[src/rtl/ldst_pkg.sv]
package ldst_pkg;

   typedef enum logic [1:0] {
      AM_PLAIN = 2'd0,
      AM_PRE   = 2'd1,
      AM_POST  = 2'd2,
      AM_RSVD  = 2'd3
   } amode_e;

   typedef enum logic [2:0] {
      DT_WORD  = 3'd0,
      DT_UBYTE = 3'd1,
      DT_SBYTE = 3'd2,
      DT_UHALF = 3'd3,
      DT_SHALF = 3'd4,
      DT_DWORD = 3'd5,
      DT_RSV6  = 3'd6,
      DT_RSV7  = 3'd7
   } dtype_e;

   typedef enum logic [1:0] {
      ST_IDLE  = 2'd0,
      ST_BEAT0 = 2'd1,
      ST_BEAT1 = 2'd2,
      ST_FIN   = 2'd3
   } lsq_state_e;

   function automatic logic is_signed_type(input dtype_e t);
      return (t == DT_SBYTE) || (t == DT_SHALF);
   endfunction

   function automatic logic is_half_type(input dtype_e t);
      return (t == DT_UHALF) || (t == DT_SHALF);
   endfunction

   function automatic logic is_byte_type(input dtype_e t);
      return (t == DT_UBYTE) || (t == DT_SBYTE);
   endfunction

endpackage

[src/rtl/ldst_agu.sv]
module ldst_agu
   import ldst_pkg::*;
#(
   parameter int DW         = 32,
   parameter int OFFW       = 12,
   parameter bit SIGN_LOADS = 1'b1
) (
   input  logic [DW-1:0]   base,
   input  logic [OFFW-1:0] off,
   input  logic [1:0]      mode,
   input  logic [2:0]      dtype,
   input  logic            store,
   output logic [DW-1:0]   acc_addr,
   output logic [DW-1:0]   wb_addr,
   output logic            writes_base,
   output logic            illegal,
   output logic            misalign
);

   localparam int EXTW = DW - OFFW;

   logic [DW-1:0] off_x;
   logic [DW-1:0] sum;
   amode_e        am;
   dtype_e        dt;

   assign am    = amode_e'(mode);
   assign dt    = dtype_e'(dtype);
   assign off_x = {{EXTW{off[OFFW-1]}}, off};
   assign sum   = base + off_x;

   always_comb begin
      acc_addr    = (am == AM_POST) ? base : sum;
      wb_addr     = sum;
      writes_base = (am == AM_PRE) || (am == AM_POST);
   end

   logic bad_type;
   logic bad_sign;

   generate
      if (SIGN_LOADS) begin : g_sign_ok
         assign bad_sign = store && is_signed_type(dt);
      end else begin : g_sign_off
         assign bad_sign = is_signed_type(dt);
      end
   endgenerate

   assign bad_type = (dt == DT_RSV6) || (dt == DT_RSV7);
   assign illegal  = bad_type || bad_sign || (am == AM_RSVD);

   always_comb begin
      misalign = 1'b0;
      if (is_half_type(dt))
         misalign = acc_addr[0];
      else if ((dt == DT_WORD) || (dt == DT_DWORD))
         misalign = (acc_addr[1:0] != 2'b00);
   end

endmodule

[src/rtl/ldst_lane.sv]
module ldst_lane
   import ldst_pkg::*;
#(
   parameter int DW         = 32,
   parameter bit SIGN_LOADS = 1'b1
) (
   input  logic [2:0]        dtype,
   input  logic [1:0]        lo,
   input  logic [DW-1:0]     wdata,
   input  logic [DW-1:0]     rdata,
   output logic [DW-1:0]     st_data,
   output logic [DW/8-1:0]   st_be,
   output logic [DW-1:0]     ld_data
);

   localparam int BYTES = DW / 8;
   localparam int HALFS = BYTES / 2;

   dtype_e dt;
   assign dt = dtype_e'(dtype);

   // Store lane placement: replicate, then enable only the addressed lanes.
   generate
      for (genvar g = 0; g < BYTES; g++) begin : g_lane
         always_comb begin
            if (is_byte_type(dt)) begin
               st_data[g*8 +: 8] = wdata[7:0];
               st_be[g]          = (lo == 2'(g));
            end else if (is_half_type(dt)) begin
               st_data[g*8 +: 8] = wdata[(g%2)*8 +: 8];
               st_be[g]          = (lo[1] == 1'(g / 2));
            end else begin
               st_data[g*8 +: 8] = wdata[g*8 +: 8];
               st_be[g]          = 1'b1;
            end
         end
      end
   endgenerate

   // Load lane extraction.
   logic [7:0]  sel_b;
   logic [15:0] sel_h;

   always_comb begin
      sel_b = rdata[{lo, 3'b000} +: 8];
      sel_h = rdata[{lo[1], 4'b0000} +: 16];
   end

   logic [DW-1:0] ext_sb;
   logic [DW-1:0] ext_sh;

   generate
      if (SIGN_LOADS) begin : g_sext
         assign ext_sb = {{(DW-8){sel_b[7]}}, sel_b};
         assign ext_sh = {{(DW-16){sel_h[15]}}, sel_h};
      end else begin : g_zext
         assign ext_sb = {{(DW-8){1'b0}}, sel_b};
         assign ext_sh = {{(DW-16){1'b0}}, sel_h};
      end
   endgenerate

   always_comb begin
      unique case (dt)
         DT_UBYTE: ld_data = {{(DW-8){1'b0}}, sel_b};
         DT_SBYTE: ld_data = ext_sb;
         DT_UHALF: ld_data = {{(DW-16){1'b0}}, sel_h};
         DT_SHALF: ld_data = ext_sh;
         default:  ld_data = rdata;
      endcase
   end

   always_comb begin
      if (dt == DT_UBYTE)
         assert_byte_one_lane_R8: assert ($countones(st_be) == 1);
      if (dt == DT_UHALF)
         assert_half_two_lanes_R8: assert ($countones(st_be) == 2);
      if (dt == DT_UBYTE)
         assert_ubyte_zero_R4: assert (ld_data[DW-1:8] == '0);
   end

   if (HALFS < 1) begin : g_bad_half
      $error("ldst_lane: data width too small for halfword lanes");
   end

endmodule

[src/rtl/ldst_seq.sv]
module ldst_seq
   import ldst_pkg::*;
#(
   parameter int DW = 32
) (
   input  logic            clk,
   input  logic            rst_n,
   input  logic            req_valid,
   input  logic            req_store,
   input  logic [2:0]      req_type,
   input  logic [DW-1:0]   acc_in,
   input  logic [DW-1:0]   wb_in,
   input  logic            wb_en_in,
   input  logic            illegal_in,
   input  logic            misalign_in,
   input  logic [DW-1:0]   req_wdata0,
   input  logic [DW-1:0]   req_wdata1,
   input  logic [DW-1:0]   mem_rdata,
   input  logic [DW-1:0]   ld_data,
   output logic            busy,
   output logic            done,
   output logic            mem_en,
   output logic            mem_we,
   output logic [DW-1:0]   mem_addr,
   output logic [DW-1:0]   beat_wdata,
   output logic [2:0]      dtype_q,
   output logic [1:0]      lo_q,
   output logic            fault_align,
   output logic            fault_illegal,
   output logic            base_we,
   output logic [DW-1:0]   base_val,
   output logic [DW-1:0]   rd0,
   output logic [DW-1:0]   rd1
);

   localparam int BYTES = DW / 8;

   lsq_state_e    state, state_n;
   logic          store_q, wb_q, ill_q, mis_q;
   logic [DW-1:0] acc_q, wb_addr_q, wd0_q, wd1_q, first_q;
   logic          accept, fault_in, fault_q, dword_q;

   assign accept   = req_valid && !busy;
   assign fault_in = illegal_in || misalign_in;
   assign fault_q  = ill_q || mis_q;
   assign dword_q  = (dtype_e'(dtype_q) == DT_DWORD);

   always_comb begin
      state_n = state;
      unique case (state)
         ST_IDLE, ST_FIN: begin
            if (accept) state_n = fault_in ? ST_FIN : ST_BEAT0;
            else        state_n = ST_IDLE;
         end
         ST_BEAT0: state_n = dword_q ? ST_BEAT1 : ST_FIN;
         ST_BEAT1: state_n = ST_FIN;
         default:  state_n = ST_IDLE;
      endcase
   end

   always_ff @(posedge clk) begin
      if (!rst_n) begin
         state     <= ST_IDLE;
         store_q   <= 1'b0;
         wb_q      <= 1'b0;
         ill_q     <= 1'b0;
         mis_q     <= 1'b0;
         dtype_q   <= 3'd0;
         acc_q     <= '0;
         wb_addr_q <= '0;
         wd0_q     <= '0;
         wd1_q     <= '0;
         first_q   <= '0;
      end else begin
         state <= state_n;
         if (accept) begin
            store_q   <= req_store;
            wb_q      <= wb_en_in;
            ill_q     <= illegal_in;
            mis_q     <= misalign_in && !illegal_in;
            dtype_q   <= req_type;
            acc_q     <= acc_in;
            wb_addr_q <= wb_in;
            wd0_q     <= req_wdata0;
            wd1_q     <= req_wdata1;
         end
         if (state == ST_BEAT1)
            first_q <= mem_rdata;
      end
   end

   assign lo_q = acc_q[1:0];

   always_comb begin
      busy       = (state == ST_BEAT0) || (state == ST_BEAT1);
      done       = (state == ST_FIN);
      mem_en     = busy;
      mem_we     = busy && store_q;
      mem_addr   = (state == ST_BEAT1) ? acc_q + DW'(BYTES) : acc_q;
      beat_wdata = (state == ST_BEAT1) ? wd1_q : wd0_q;
   end

   always_comb begin
      fault_align   = done && mis_q;
      fault_illegal = done && ill_q;
      base_we       = done && wb_q && !fault_q;
      base_val      = wb_addr_q;
      rd0           = '0;
      rd1           = '0;
      if (done && !store_q && !fault_q) begin
         rd0 = dword_q ? first_q : ld_data;
         rd1 = dword_q ? mem_rdata : '0;
      end
   end

   assert_beat1_follows_R7: assert property (@(posedge clk) disable iff (!rst_n)
      (state == ST_BEAT1) |-> ($past(state) == ST_BEAT0) && dword_q);

   assert_beat1_addr_R7: assert property (@(posedge clk) disable iff (!rst_n)
      (state == ST_BEAT1) |-> (mem_addr == $past(mem_addr) + DW'(BYTES)));

   assert_fault_no_mem_R10: assert property (@(posedge clk) disable iff (!rst_n)
      (done && fault_q) |-> !$past(mem_en));

   assert_busy_then_done_R11: assert property (@(posedge clk) disable iff (!rst_n)
      (busy && !dword_q) |=> done);

endmodule

[src/rtl/ldst_unit.sv]
module ldst_unit #(
   parameter int DW         = 32,
   parameter int OFFW       = 12,
   parameter bit SIGN_LOADS = 1'b1
) (
   input  logic              clk,
   input  logic              rst_n,
   input  logic              req_valid,
   input  logic              req_store,
   input  logic [1:0]        req_mode,
   input  logic [2:0]        req_type,
   input  logic [DW-1:0]     req_base,
   input  logic [OFFW-1:0]   req_off,
   input  logic [DW-1:0]     req_wdata0,
   input  logic [DW-1:0]     req_wdata1,
   output logic              busy,
   output logic              done,
   output logic              fault_align,
   output logic              fault_illegal,
   output logic [DW-1:0]     rd0,
   output logic [DW-1:0]     rd1,
   output logic              base_we,
   output logic [DW-1:0]     base_val,
   output logic              mem_en,
   output logic              mem_we,
   output logic [DW-1:0]     mem_addr,
   output logic [DW/8-1:0]   mem_be,
   output logic [DW-1:0]     mem_wdata,
   input  logic [DW-1:0]     mem_rdata
);

   if (DW != 32) begin : g_bad_dw
      $error("ldst_unit: DW must be 32");
   end
   if ((OFFW < 2) || (OFFW >= DW)) begin : g_bad_offw
      $error("ldst_unit: OFFW must lie in [2, DW-1]");
   end

   logic [DW-1:0] acc_c, wb_c, beat_wdata, ld_data;
   logic          wb_en_c, ill_c, mis_c;
   logic [2:0]    dtype_q;
   logic [1:0]    lo_q;

   ldst_agu #(.DW(DW), .OFFW(OFFW), .SIGN_LOADS(SIGN_LOADS)) u_agu (
      .base        (req_base),
      .off         (req_off),
      .mode        (req_mode),
      .dtype       (req_type),
      .store       (req_store),
      .acc_addr    (acc_c),
      .wb_addr     (wb_c),
      .writes_base (wb_en_c),
      .illegal     (ill_c),
      .misalign    (mis_c)
   );

   ldst_seq #(.DW(DW)) u_seq (
      .clk           (clk),
      .rst_n         (rst_n),
      .req_valid     (req_valid),
      .req_store     (req_store),
      .req_type      (req_type),
      .acc_in        (acc_c),
      .wb_in         (wb_c),
      .wb_en_in      (wb_en_c),
      .illegal_in    (ill_c),
      .misalign_in   (mis_c),
      .req_wdata0    (req_wdata0),
      .req_wdata1    (req_wdata1),
      .mem_rdata     (mem_rdata),
      .ld_data       (ld_data),
      .busy          (busy),
      .done          (done),
      .mem_en        (mem_en),
      .mem_we        (mem_we),
      .mem_addr      (mem_addr),
      .beat_wdata    (beat_wdata),
      .dtype_q       (dtype_q),
      .lo_q          (lo_q),
      .fault_align   (fault_align),
      .fault_illegal (fault_illegal),
      .base_we       (base_we),
      .base_val      (base_val),
      .rd0           (rd0),
      .rd1           (rd1)
   );

   ldst_lane #(.DW(DW), .SIGN_LOADS(SIGN_LOADS)) u_lane (
      .dtype   (dtype_q),
      .lo      (lo_q),
      .wdata   (beat_wdata),
      .rdata   (mem_rdata),
      .st_data (mem_wdata),
      .st_be   (mem_be),
      .ld_data (ld_data)
   );

   assert_no_wb_on_fault_R9: assert property (@(posedge clk) disable iff (!rst_n)
      (done && (fault_align || fault_illegal)) |-> !base_we);

   assert_busy_from_req_R11: assert property (@(posedge clk) disable iff (!rst_n)
      $rose(busy) |-> $past(req_valid));

   assert_faults_exclusive_R10: assert property (@(posedge clk) disable iff (!rst_n)
      !(fault_align && fault_illegal));

   assert_we_needs_en_R8: assert property (@(posedge clk) disable iff (!rst_n)
      mem_we |-> mem_en && (mem_be != '0));

endmodule

[config.mk]
export PLATFORM = sky130hd
export DESIGN_NAME = ldst_unit
export DESIGN_NICKNAME = d
export VERILOG_FILES = /design/src/rtl/ldst_pkg.sv /design/src/rtl/ldst_agu.sv /design/src/rtl/ldst_lane.sv /design/src/rtl/ldst_seq.sv /design/src/rtl/ldst_unit.sv
export SDC_FILE = /design/constraint.sdc
export NUM_CORES = 1
export LEC_CHECK = 0
export ABC_AREA = 1
export BUFFER_PORTS_ARGS = -buffer_cell sky130_fd_sc_hd__buf_2
export CAP_MARGIN = 20
export CORE_ASPECT_RATIO = 0.9
export CORE_MARGIN = 1.5
export CORE_UTILIZATION = 49
export DETAILED_ROUTE_END_ITERATION = 10
export HOLD_SLACK_MARGIN = 0.1
export PLACE_DENSITY = 0.79
export SETUP_SLACK_MARGIN = 0.02
export SYNTH_ARGS = -nofsm -noshare
export SYNTH_HDL_FRONTEND = slang
export SYNTH_SLANG_ARGS = --single-unit
[constraint.sdc]
create_clock -name clk -period 1.86 [get_ports clk]
set_clock_uncertainty 0.2 [all_clocks]
set_input_delay 0.186 -clock clk [delete_from_list [all_inputs] [get_ports clk]]
set_output_delay 0.186 -clock clk [all_outputs]
set_load 0.03 [all_outputs]
==> flow_summary_export.csv, run 1 <==
group,metric,value,unit
yosys,ys.flop_type,"dfxtp_1",
yosys,synth_seq_cells,169,
clocking,cts.sinks,169,
die,start_util,49.6,%
yosys,seq_area_frac_synth,29.4,%
global_route,grt_use_total,91.9,%
yosys,synth_simple_gate_area_share,32.4,%
yosys,syn_nets,2017,
yosys,muxShareOfSynthArea,0.695,%
clocking,cts_buffer_depth,2,
die,rows,53,
yosys,yosys.area.top_type,"dfxtp_1",
place,globalplace.congestion,0.999,
yosys,synth_xor_area_share,3.35,%
status,error,"[ERROR GRT-0232] Routing congestion too high. Check the congestion heatmap in the GUI.",
place,placed_cell_area,16100,um2
timing,worst_endpoint_kind,"top-level output",
yosys,netlist_instances,1830,
yosys,synthAdderAreaFrac,4.19,%
timing,postGrtWorstEndpoint,"rd0[24]",
yosys,synth_edf_count,0,
yosys,yosys.area.top_type_share,29.4,%
clocking,htreeDepth,4,
yosys,ys_types,55,
status,status,"aborted with a tool error",
status,stop_stage,"global routing",
yosys,async_flop_share,0,%
global_route,grt_max_degree,92,
yosys,ys_warn_count,0,
clocking,numCtsBuffers,17,
die,die_h,148,um
die,die_w,165,um
global_route,gr-total-overflow,693,
yosys,synth_compound_area_share,18.6,%
place,io_buffers,319,
yosys,synthesis.area,11500,um2
place,dp_hpwl,33300,um
yosys,synth_top_family_by_area,"simple AND/OR/NAND/NOR gates",
yosys,synth_area_leaders,"dfxtp_1, nand2_1, nor2_1",
yosys,synth_area_per_cell,6.29,um2
clocking,cts-root-buf,"clkbuf_16",
die,boundaryPins,320,
[cells by family after synthesis]
| logic type | count (synthesis) |
|---|---|
| flip-flops | 169 |
| AO/OA/AOI/OAI | 375 |
| XOR/XNOR | 44 |
| AND/OR/NAND/NOR | 878 |
| adder cells (fa/ha/maj) | 38 |
| buffers and inverters | 318 |
| multiplexers | 8 |
[through the flow]
step | instances | worst slack, ns
detailed placement | 2594 | -0.567
global placement | 2594 | -0.550
CTS | 2792 | -0.662
floorplan | 1830 | -0.234
[cell usage after synthesis (all sizes together) (3+ instances only)]
cell type and number:
ha 37, xnor2 14, nor3 36, xor2 30
or2 3, o22ai 7, a41oi 7, nand2 433
nor4 4, o21ai 184, nand4 10, o21bai 4
a31oi 8, buf 34, a21o 3, nor2 290
o211ai 35, a21oi 123, mux2i 8, nand3 99
clkinv 3, dfxtp 169, inv 222, clkbuf 59
[layer usage]
metal,GRT usage [%],overflow
met5,43.6,1
met4,102,239
met3,78.4,14
met2,106,428
met1,88.7,11
[timing repair]
item	CTS
hold endpoints to repair	133
setup buffers	30
pin swaps	54
gates cloned	7
endpoints found under the setup margin	152
hold buffers	133
gates resized for setup	461
==> run 2, diff against run 1 <==
--- a/config.mk
+++ b/config.mk
@@ -8,13 +8,10 @@
 export ABC_AREA = 1
 export BUFFER_PORTS_ARGS = -buffer_cell sky130_fd_sc_hd__buf_2
 export CAP_MARGIN = 20
-export CORE_ASPECT_RATIO = 0.9
 export CORE_MARGIN = 1.5
-export CORE_UTILIZATION = 49
+export CORE_UTILIZATION = 35
 export DETAILED_ROUTE_END_ITERATION = 10
-export HOLD_SLACK_MARGIN = 0.1
-export PLACE_DENSITY = 0.79
-export SETUP_SLACK_MARGIN = 0.02
+export PLACE_DENSITY_LB_ADDON = 0.15
 export SYNTH_ARGS = -nofsm -noshare
 export SYNTH_HDL_FRONTEND = slang
 export SYNTH_SLANG_ARGS = --single-unit
==> constraint.sdc (replaced) <==
create_clock -name clk -period 2.4 [get_ports clk]
set_clock_uncertainty 0.2 [all_clocks]
set_input_delay 0.24 -clock clk [delete_from_list [all_inputs] [get_ports clk]]
set_output_delay 0.24 -clock clk [all_outputs]
set_load 0.03 [all_outputs]
==> run 2 against run 1 <==
The flow now finishes, with violations (setup timing). Synthesized cell count unchanged. Area after synthesis is the same.
==> flow_summary_export.csv, run 2 <==
group,metric,value,unit
route,viasPerCell,5.21,
place,dp_hpwl,33800,um
route,drt_pass1_iterations,5,
yosys,netlist_instances,1830,
global_route,antenna_found_initial,1,
timing,setup_viol,97,
worst_setup_path,max_stage_delay,0.33,ns
route,wire_per_inst,19.0,um
yosys,synth.most_common_cell,"nand2_1",
timing,slew-limit-headroom,59.3,%
layout,layout.area.seq,3440,um2
yosys,yosys.area.top_type,"dfxtp_1",
worst_setup_path,path_cells,"inv_2 -> ha_4 -> nand3_4 -> nor4_4 -> nand4_1 -> nor2_1 -> xor2_1 -> buf_4",
clocking,cts-root-buf,"clkbuf_16",
layout,final_cell_mix,"nand2_1, nor2_1, buf_2",
yosys,synth_common_cells,"nand2_1, nor2_1, inv_1",
place,globalplace.congestion,0.948,
route,wl,53100,um
die,start_util,35.5,%
yosys,ys_types,55,
status,violations,"setup timing",
die,dieArea,34000,um2
global_route,gr-total-overflow,0,
timing,min_period,2.58,ns
yosys,seq_area_frac_synth,29.4,%
route,vias,14545,
power_and_ir_drop,power,14.4,mW
layout,area_growth,64.0,%
yosys,synth_seq_cells,169,
worst_setup_path,cp_slowest_cell,"dfxtp_2",
global_route,grt_use_total,28.3,%
min_path,hold_path.class,"input port to register",
die,die_w,184,um
layout,utilization,58.2,%
timing,final-hold-violation-count,0,
route,drc,0,
timing,max_freq,387,MHz
worst_setup_path,crit_path_end_kind,"output pin",
clocking,cts.sinks,169,
yosys,synth_edf_count,0,
worst_setup_path,arrival,2.14,ns
route,drt_iter0_drc,1018,
worst_setup_path,startpoint_type,"register",
die,core-area,32500,um2
yosys,synthesis.area,11500,um2
timing,worstMarginPinSlew,0.610,ns
clocking,cts_tree,"built",
yosys,synth_area_per_cell,6.29,um2
route,ant_nets,0,
power_and_ir_drop,ir_drop,0.560,mV
global_route,grt_max_degree,138,
worst_setup_path,worst-path-buf-inv,2,
power_and_ir_drop,power_density,761,nW/um2
clocking,cts_buffer_depth,2,
clocking,numCtsBuffers,17,
layout,drive_gt1_share,33.9,%
die,rows,66,
timing,fin_ws,-0.181,ns
global_route,grt_pass1_wl,74000,um
yosys,syn_nets,2017,
worst_setup_path,critPathTopFamily,"simple AND/OR/NAND/NOR gates",
clocking,clk_pin_slew_worst_paths,0.07,ns
worst_setup_path,critPathMaxFanout,4,
yosys,ys_warn_count,0,
die,boundaryPins,320,
timing,final-max-slew-violation-count,0,
die,die_h,184,um
clocking,clk_latency,0.44,ns
global_route,grt_pass1_vias,13559,
status,status,"complete, but fails checks",
yosys,async_flop_share,0,%
timing,period_share,108,%
yosys,synth_area_leaders,"dfxtp_1, nand2_1, nor2_1",
place,io_buffers,319,
worst_setup_path,criticalPathCategory,"register to output pin",
layout,mostFrequentLayoutCell,"nand2_1",
layout,multiInputGateArea,8220,um2
clocking,htreeDepth,4,
layout,n_fill_cell,2843,
yosys,ys.flop_type,"dfxtp_1",
run,cap_violations,0,
power_and_ir_drop,p_leak,9.19,nW
layout,nNetsFinal,2524,
timing,rsz0062_at_grt,"yes",
worst_setup_path,required,1.96,ns
yosys,yosys.area.top_type_share,29.4,%
-- run 2: cell counts after synthesis --
Identical to the previous run, type by type.
-- run 2: final timing paths --
| check | from | end | slack, ns | cells past startpoint |
|---|---|---|---|---|
| worst max-delay path | u_seq.state[0] | mem_addr[27] | -0.18 | 8 |
| worst min-delay path | req_base[4] | u_seq.acc_q[4] | 0.02 | 3 |
| worst max register to register | u_seq.state[0] | u_seq.first_q[25] | 0.15 | 8 |
| worst min register to register | u_seq.base_val[1] | u_seq.base_val[1] | 0.28 | 2 |
-- run 2: area by class of cell --
cell class                 instances  area share, %
multi-input combinational       1344           43.5
timing repair buffer             579           27.2
sequential                       169           18.2
inverter                         225           4.98
tap                              442           2.93
clock buffer                      19           2.34
clock inverter                    13          0.828
timing repair inverter             1         0.0464
antenna                            2         0.0265
-- run 2: logic make-up (layout without fill, tap and decap cells) --
kind of cell / after synthesis / count (layout) / synth area share [%]
simple gates: 878 / 879 / 32.4
compound gates: 375 / 375 / 18.6
buf+inv: 318 / 837 / 11.4
flops: 169 / 169 / 29.4
xor+xnor: 44 / 44 / 3.35
fa+ha+maj: 38 / 38 / 4.19
mux: 8 / 8 / 0.695
other cells: 0 / 2 / 0
-- run 2: worst register-to-register path: cells and delay by family, from the launching register on --
family	cells	cell delay [ns]
flops	1	0.33
compound gates	2	0.49
fa+ha+maj	1	0.22
buf+inv	5	0.94
-- run 2: through the flow --
stage                     setup slack, ns  TNS [ns]  std cells  hold WS (ns)  instance area (um2)
after CTS                          -0.185     -2.85       2763       0.00878                17400
after floorplan                    -0.143     -3.25       1830         0.175                11600
after global placement             -0.154    -0.490       2562         0.252                13900
final                              -0.181     -6.31       2794        0.0162                18900
after detailed placement           -0.117    -0.499       2562         0.263                13900
after global routing               -0.290    -13.80       2793       0.00487                18900
-- run 2: routing by layer --
metal,vias to the layer above,GRT usage [%],share of wire (%)
li1,6913,-,-
met1,6824,33.1,38
met2,649,51.1,50
met4,0,11.3,4.7
met3,159,4.64,6.8
met5,-,0,0
-- run 2: what timing repair did --
item,in CTS,in global routing
endpoints found under the hold margin,111,0
setup buffers,77,32
setup endpoints to repair,111,156
hold buffers,112,0
cloned,9,4
pin swaps,63,59
resized for setup,375,280
-- run 2: where the power goes --
part	internal (mW)	switching, mW
clock network	1.60	1.36
registers	3.34	0.472
logic	3.03	4.57
total	7.96	6.41
Note: power is estimated with default switching activity, not from simulation.
==> run 3, diff against run 2 <==
--- a/config.mk
+++ b/config.mk
@@ -5,7 +5,7 @@
 export SDC_FILE = /design/constraint.sdc
 export NUM_CORES = 1
 export LEC_CHECK = 0
-export ABC_AREA = 1
+export ABC_AREA = 0
 export BUFFER_PORTS_ARGS = -buffer_cell sky130_fd_sc_hd__buf_2
 export CAP_MARGIN = 20
 export CORE_MARGIN = 1.5
==> run 3 against run 2 <==
The flow still finishes with violations (setup timing). Clock-buffer cell count down 2. Via count down 12%. Critical path depth up 2. Global-route usage down 0.83 points. Routed wire length down 14%. Synthesized cell count down 26%. Cell area down 0.46%. Sequential share of layout area down 0.082 points. Register-to-register slack worse by 0.07 ns. Worst hold slack worse by 0.0058 ns. Die area down 9.8%. Sequential power down 1%.
==> flow_summary_export.csv, run 3 <==
group,metric,value,unit
die,start_util,35.9,%
die,die_h,175,um
layout,area_growth,81.2,%
yosys,synth_common_cells,"nand2_1, a21oi_1, dfxtp_1",
layout,utilization,65.0,%
die,boundaryPins,320,
yosys,yosys.area.top_type,"dfxtp_1",
global_route,grt_use_total,27.5,%
yosys,synth_area_leaders,"dfxtp_1, nand2_1, a21oi_1",
yosys,syn_nets,1550,
route,ant_nets,0,
route,viasPerCell,5.42,
die,rows,62,
yosys,async_flop_share,0,%
clocking,cts_buffer_depth,2,
yosys,yosys.area.top_type_share,32.6,%
status,status,"complete, but fails checks",
layout,nNetsFinal,2136,
clocking,htreeDepth,4,
worst_setup_path,arrival,2.38,ns
timing,worstMarginPinSlew,0.525,ns
yosys,ys.flop_type,"dfxtp_1",
global_route,grt_pass1_vias,12487,
timing,rsz0062_at_grt,"yes",
worst_setup_path,required,1.96,ns
place,place_ws,-0.708,ns
place,io_buffers,319,
yosys,synth_edf_count,0,
route,wl,45500,um
yosys,synth_seq_cells,169,
die,dieArea,30700,um2
route,drt_pass1_iterations,6,
timing,tns,-25.01,ns
die,die_w,175,um
yosys,synth.most_common_cell,"nand2_1",
route,vias,12733,
yosys,synth_area_per_cell,7.61,um2
worst_setup_path,criticalPathCategory,"register to output pin",
power_and_ir_drop,ir_drop,0.468,mV
timing,period_share,118,%
yosys,seq_area_frac_synth,32.6,%
layout,mostFrequentLayoutCell,"nand2_1",
yosys,ys_types,74,
status,violations,"setup timing",
route,drc,0,
clocking,clk_pin_slew_worst_paths,0.08,ns
place,dp_hpwl,28300,um
place,globalplace.congestion,0.931,
timing,slew-limit-headroom,65.0,%
global_route,gr-total-overflow,0,
clocking,numCtsBuffers,17,
yosys,synthesis.area,10400,um2
run,cap_violations,0,
clocking,clk_latency,0.43,ns
timing,fin_ws,-0.424,ns
route,drt_iter0_drc,987,
power_and_ir_drop,power_density,808,nW/um2
global_route,grt_max_degree,73,
power_and_ir_drop,p_leak,7.99,nW
die,core-area,28900,um2
yosys,netlist_instances,1363,
clocking,cts.sinks,169,
layout,drive_gt1_share,45.0,%
timing,final-hold-violation-count,0,
worst_setup_path,critPathMaxFanout,3,
layout,final_cell_mix,"nand2_1, buf_2, buf_4",
worst_setup_path,startpoint_type,"register",
min_path,hold_path.class,"input port to register",
timing,setup_viol,128,
global_route,antenna_found_initial,2,
route,wire_per_inst,19.4,um
worst_setup_path,crit_path_end_kind,"output pin",
timing,max_freq,354,MHz
timing,final-max-slew-violation-count,0,
clocking,cts-root-buf,"clkbuf_16",
timing,min_period,2.82,ns
global_route,grt_pass1_wl,66900,um
yosys,ys_warn_count,0,
clocking,cts_tree,"built",
run 3: cell types whose count changed in the layout (fill, tap and decap cells not counted), moves of 28 or more:
cell and delta:
buf_4 +73, mux2i_1 +49, o21ai_0 -83, buf_6 +28, nor2_1 -183, a21oi_1 +30
nand2_1 -129, nand3_1 -51, inv_1 -179, and3_4 +30, nand2_2 -32
run 3: timing repair:
item | 4_1_cts | 5_1_grt
gates cloned | 12 | 4
hold buffers | 117 | 0
hold endpoints to repair | 117 | 0
resized for setup | 437 | 166
pin swaps | 78 | 73
setup endpoints to repair | 150 | 185
buffers inserted | 36 | 26
run 3: metal layers:
metal / GRT usage, % / vias up / share of wire (%)
met4: 10.9 / 0 / 3.5
met1: 33.3 / 6100 / 41
met3: 4.96 / 114 / 5.8
li1: - / 5978 / -
met2: 47.9 / 541 / 50
met5: 0 / - / 0
run 3: worst max-delay path, cell delays in order, from the launching register on:
cell	delay, ns
dfxtp_2	0.33
inv_2	0.05
ha_4	0.14
and3_4	0.18
nand4_1	0.18
nor2_4	0.20
nand2_2	0.10
nor2_4	0.18
nand4_1	0.22
xnor2_4	0.20
buf_6	0.15
run 3: cells by family after synthesis:
family          synth area share [%]
simple gates                    22.1
compound gates                  22.9
flops                           32.6
buf+inv                         5.67
mux                             6.97
xor+xnor                        5.07
fa+ha+maj                       4.75
run 3: path summary, 6_finish.rpt:
| check | cells after the start | endpoint | from | slack [ns] |
|---|---|---|---|---|
| worst max register to register | 11 | u_seq.first_q[4] | u_seq.state[0] | 0.08 |
| worst min-delay path | 5 | u_seq.acc_q[16] | req_base[16] | 0.01 |
| worst max-delay path | 10 | mem_addr[31] | u_seq.state[0] | -0.42 |
| worst min register to register | 2 | u_seq.base_val[14] | u_seq.base_val[14] | 0.26 |
run 3: area by class of cell:
class                   count  area, um2
diodes                      2       5.00
clock inverters            15        218
well taps                 384        480
repair buffers            674       5970
flip-flops and latches    169       3400
inverters                  28        110
multi-input cells        1059       8190
fillers                  2278      10100
clock buffers              17        425
run 3: power breakdown:
part	total [mW]	internal (mW)	switching, mW
Combinational	8.38	3.71	4.68
Sequential	3.77	3.33	0.435
Clock	3.05	1.48	1.57
run 3: per-stage QoR:
stage	instance area, um2	hold WS [ns]	total power, mW	cells
floorplan	10900	0.176	7.81	1363
global placement	14000	0.239	9.87	2133
detailed placement	14000	0.244	9.92	2133
CTS	17800	0.000251	14.7	2327
global route	18800	0.0260	15.9	2346
finish	18800	0.0104	15.2	2348
==> run 4, diff against run 3 <==
--- a/config.mk
+++ b/config.mk
@@ -9,9 +9,11 @@
 export BUFFER_PORTS_ARGS = -buffer_cell sky130_fd_sc_hd__buf_2
 export CAP_MARGIN = 20
 export CORE_MARGIN = 1.5
-export CORE_UTILIZATION = 35
+export CORE_UTILIZATION = 54
 export DETAILED_ROUTE_END_ITERATION = 10
 export PLACE_DENSITY_LB_ADDON = 0.15
 export SYNTH_ARGS = -nofsm -noshare
 export SYNTH_HDL_FRONTEND = slang
+export SYNTH_HIERARCHICAL = 1
 export SYNTH_SLANG_ARGS = --single-unit
+export TNS_END_PERCENT = 1
==> run 4 against run 3 <==
The flow still finishes with violations (setup timing). Global-route usage up 6.9 points. Synthesized cell count up 8.1%. Clock power down 9.8%. Highest routed layer unchanged.
==> flow_summary_export.csv, run 4 <==
group,metric,value,unit
status,violations,"setup timing",
timing,max_freq,358,MHz
power_and_ir_drop,power_density,784,nW/um2
route,wl,40800,um
clocking,cts-root-buf,"clkbuf_16",
yosys,synth_area_per_cell,7.90,um2
layout,finalNonFillerCells,2247,
route,ant_nets,0,
timing,final-hold-violation-count,0,
timing,fin_ws,-0.396,ns
layout,area_growth,44.4,%
timing,setup_viol,113,
timing,min_period,2.80,ns
route,drt_iter0_drc,992,
route,drc,0,
min_path,hp-start,"req_base[26]",
status,status,"complete, but fails checks",
min_path,hold-path-endpoint,"u_seq/acc_q[26]",
global_route,gr-total-overflow,0,
worst_setup_path,reg2reg_depth,6,
global_route,grt_use_total,34.4,%
place,dp_cells,2113,
yosys,synth_edf_count,0,
yosys,yosys.area.top_type_share,29.0,%
yosys,syn_nets,1661,
timing,final-max-slew-violation-count,0,
global_route,antenna_found_initial,3,
layout,layout.area.seq,3410,um2
worst_setup_path,r2r_start,"u_seq/state[0]",
die,dieArea,22500,um2
timing,rsz0062_at_grt,"yes",
die,die_h,150,um
global_route,grt_max_degree,104,
clocking,clk_latency,0.43,ns
route,wire_per_inst,18.2,um
place,globalplace.congestion,0.941,
worst_setup_path,arrival,2.36,ns
worst_setup_path,reg2reg_to,"u_seq/first_q[18]",
die,core-area,21100,um2
layout,nNetsFinal,2143,
clocking,cts_buffer_depth,2,
clocking,cts.sinks,169,
yosys,seq_area_frac_synth,29.0,%
place,placed_cell_area,14400,um2
yosys,synth_common_cells,"nand2_1, dfxtp_1, a21boi_0",
worst_setup_path,required,1.96,ns
layout,mostFrequentLayoutCell,"nand2_1",
clocking,cts_tree,"built",
worst_setup_path,crit_path_end_kind,"output pin",
worst_setup_path,startpoint_type,"register",
clocking,htreeDepth,4,
worst_setup_path,rrSetupSlack,0.38,ns
yosys,yosys.area.top_type,"dfxtp_1",
yosys,synth.most_common_cell,"nand2_1",
power_and_ir_drop,power,13.2,mW
place,io_buffers,319,
global_route,grt_pass1_vias,12441,
yosys,netlist_instances,1474,
route,viasPerCell,5.72,
power_and_ir_drop,ir_drop,0.547,mV
min_path,whs_path_depth,4,
route,drt_pass1_iterations,8,
worst_setup_path,critPathMaxFanout,8,
run,cap_violations,0,
yosys,synthesis.area,11700,um2
yosys,ys.flop_type,"dfxtp_1",
die,die_w,150,um
layout,n_fill_cell,1366,
place,dp_hpwl,26700,um
timing,worstMarginPinSlew,0.606,ns
clocking,clk_pin_slew_worst_paths,0.07,ns
power_and_ir_drop,p_leak,7.48,nW
die,rows,53,
timing,slew-limit-headroom,58.4,%
yosys,synth_seq_cells,169,
yosys,synth_area_leaders,"dfxtp_1, nand2_1, a21boi_0",
layout,final_cell_mix,"nand2_1, buf_2, buf_4",
die,start_util,55.3,%
worst_setup_path,criticalPathCategory,"register to output pin",
yosys,async_flop_share,0,%
min_path,hold_path.class,"input port to register",
route,vias,12849,
clocking,numCtsBuffers,17,
layout,final_area,16800,um2
layout,multiInputGateArea,8090,um2
yosys,ys_warn_count,6,
yosys,ys_types,81,
die,boundaryPins,320,
layout,drive_gt1_share,37.0,%
global_route,grt_pass1_wl,61500,um
timing,period_share,116,%
run 4: power breakdown:
| part | leakage (nW) | total, mW | switching, mW | internal, mW |
|---|---|---|---|---|
| Combinational | 5.80 | 6.71 | 4.01 | 2.70 |
| Sequential | 1.39 | 3.73 | 0.387 | 3.34 |
| Clock | 0.281 | 2.75 | 1.36 | 1.39 |
| Total | 7.48 | 13.2 | 5.75 | 7.43 |
run 4: logic make-up after synthesis:
kind of cell / Yosys count / synth area share, %
AND/OR/NAND/NOR: 607 / 23.8
AO/OA/AOI/OAI: 344 / 21.1
flip-flops: 169 / 29.0
buffers and inverters: 129 / 5.34
multiplexers: 128 / 12.0
XOR/XNOR: 59 / 4.62
adder cells (fa/ha/maj): 38 / 4.15
run 4: area by class of cell:
class / count / area share (%)
repair buffers: 572 / 25.6
diodes: 4 / 0.0595
multi-input cells: 1177 / 48.1
flip-flops and latches: 169 / 20.3
inverters: 19 / 0.424
clock buffers: 17 / 2.53
clock inverters: 14 / 0.945
well taps: 275 / 2.05
run 4: how the worst max path moves through the flow:
stage,start,endpoint,depth (start not counted)
6_report,u_seq/acc_q[0],rd0[26],7
5_1_grt,u_seq/acc_q[0],rd0[26],7
4_1_cts,u_seq/acc_q[0],rd0[11],7
3_5_place_dp,req_base[0],u_seq/acc_q[28],13
3_3_place_gp,req_base[0],u_seq/acc_q[26],13
2_1_floorplan,req_base[0],u_seq/acc_q[26],12
run 4: timing repair:
action / CTS / global route
pin swaps: 32 / 18
cloned: 1 / 0
buffers inserted: 1 / 0
gates resized for setup: 165 / 99
hold buffers: 97 / 0
hold endpoints to repair: 98 / 0
endpoints found under the setup margin: 134 / 145
run 4: worst max-delay path, stage by stage, from the launching register on:
cell and delay [ns]:
dfxtp_2 0.36, mux4_2 0.54, and3_4 0.22, o21bai_4 0.23, a21o_2 0.21, nand2_1 0.07
a21oi_1 0.09, buf_4 0.19
run 4: stage by stage:
| stage | setup slack (ns) | util [%] | hold WS [ns] | TNS (ns) |
|---|---|---|---|---|
| finish | -0.396 | 79.8 | 0.0206 | -20.08 |
| global route | -0.436 | 79.7 | 0.0262 | -29.89 |
| CTS | -0.306 | 78.1 | 0.000886 | -20.48 |
| detailed placement | -0.617 | 68.4 | 0.255 | -17.94 |
| global placement | -0.585 | 68.4 | 0.246 | -16.02 |
| floorplan | -0.337 | - | 0.185 | -6.80 |
run 4: routing by layer:
| layer | global-route usage [%] | share of wire [%] | up-vias |
|---|---|---|---|
| met2 | 57.5 | 48 | 665 |
| met4 | 16.7 | 3.7 | 0 |
| li1 | - | - | 6034 |
| met3 | 7.26 | 7.5 | 144 |
| met5 | 0 | 0 | - |
| met1 | 41.8 | 41 | 6006 |
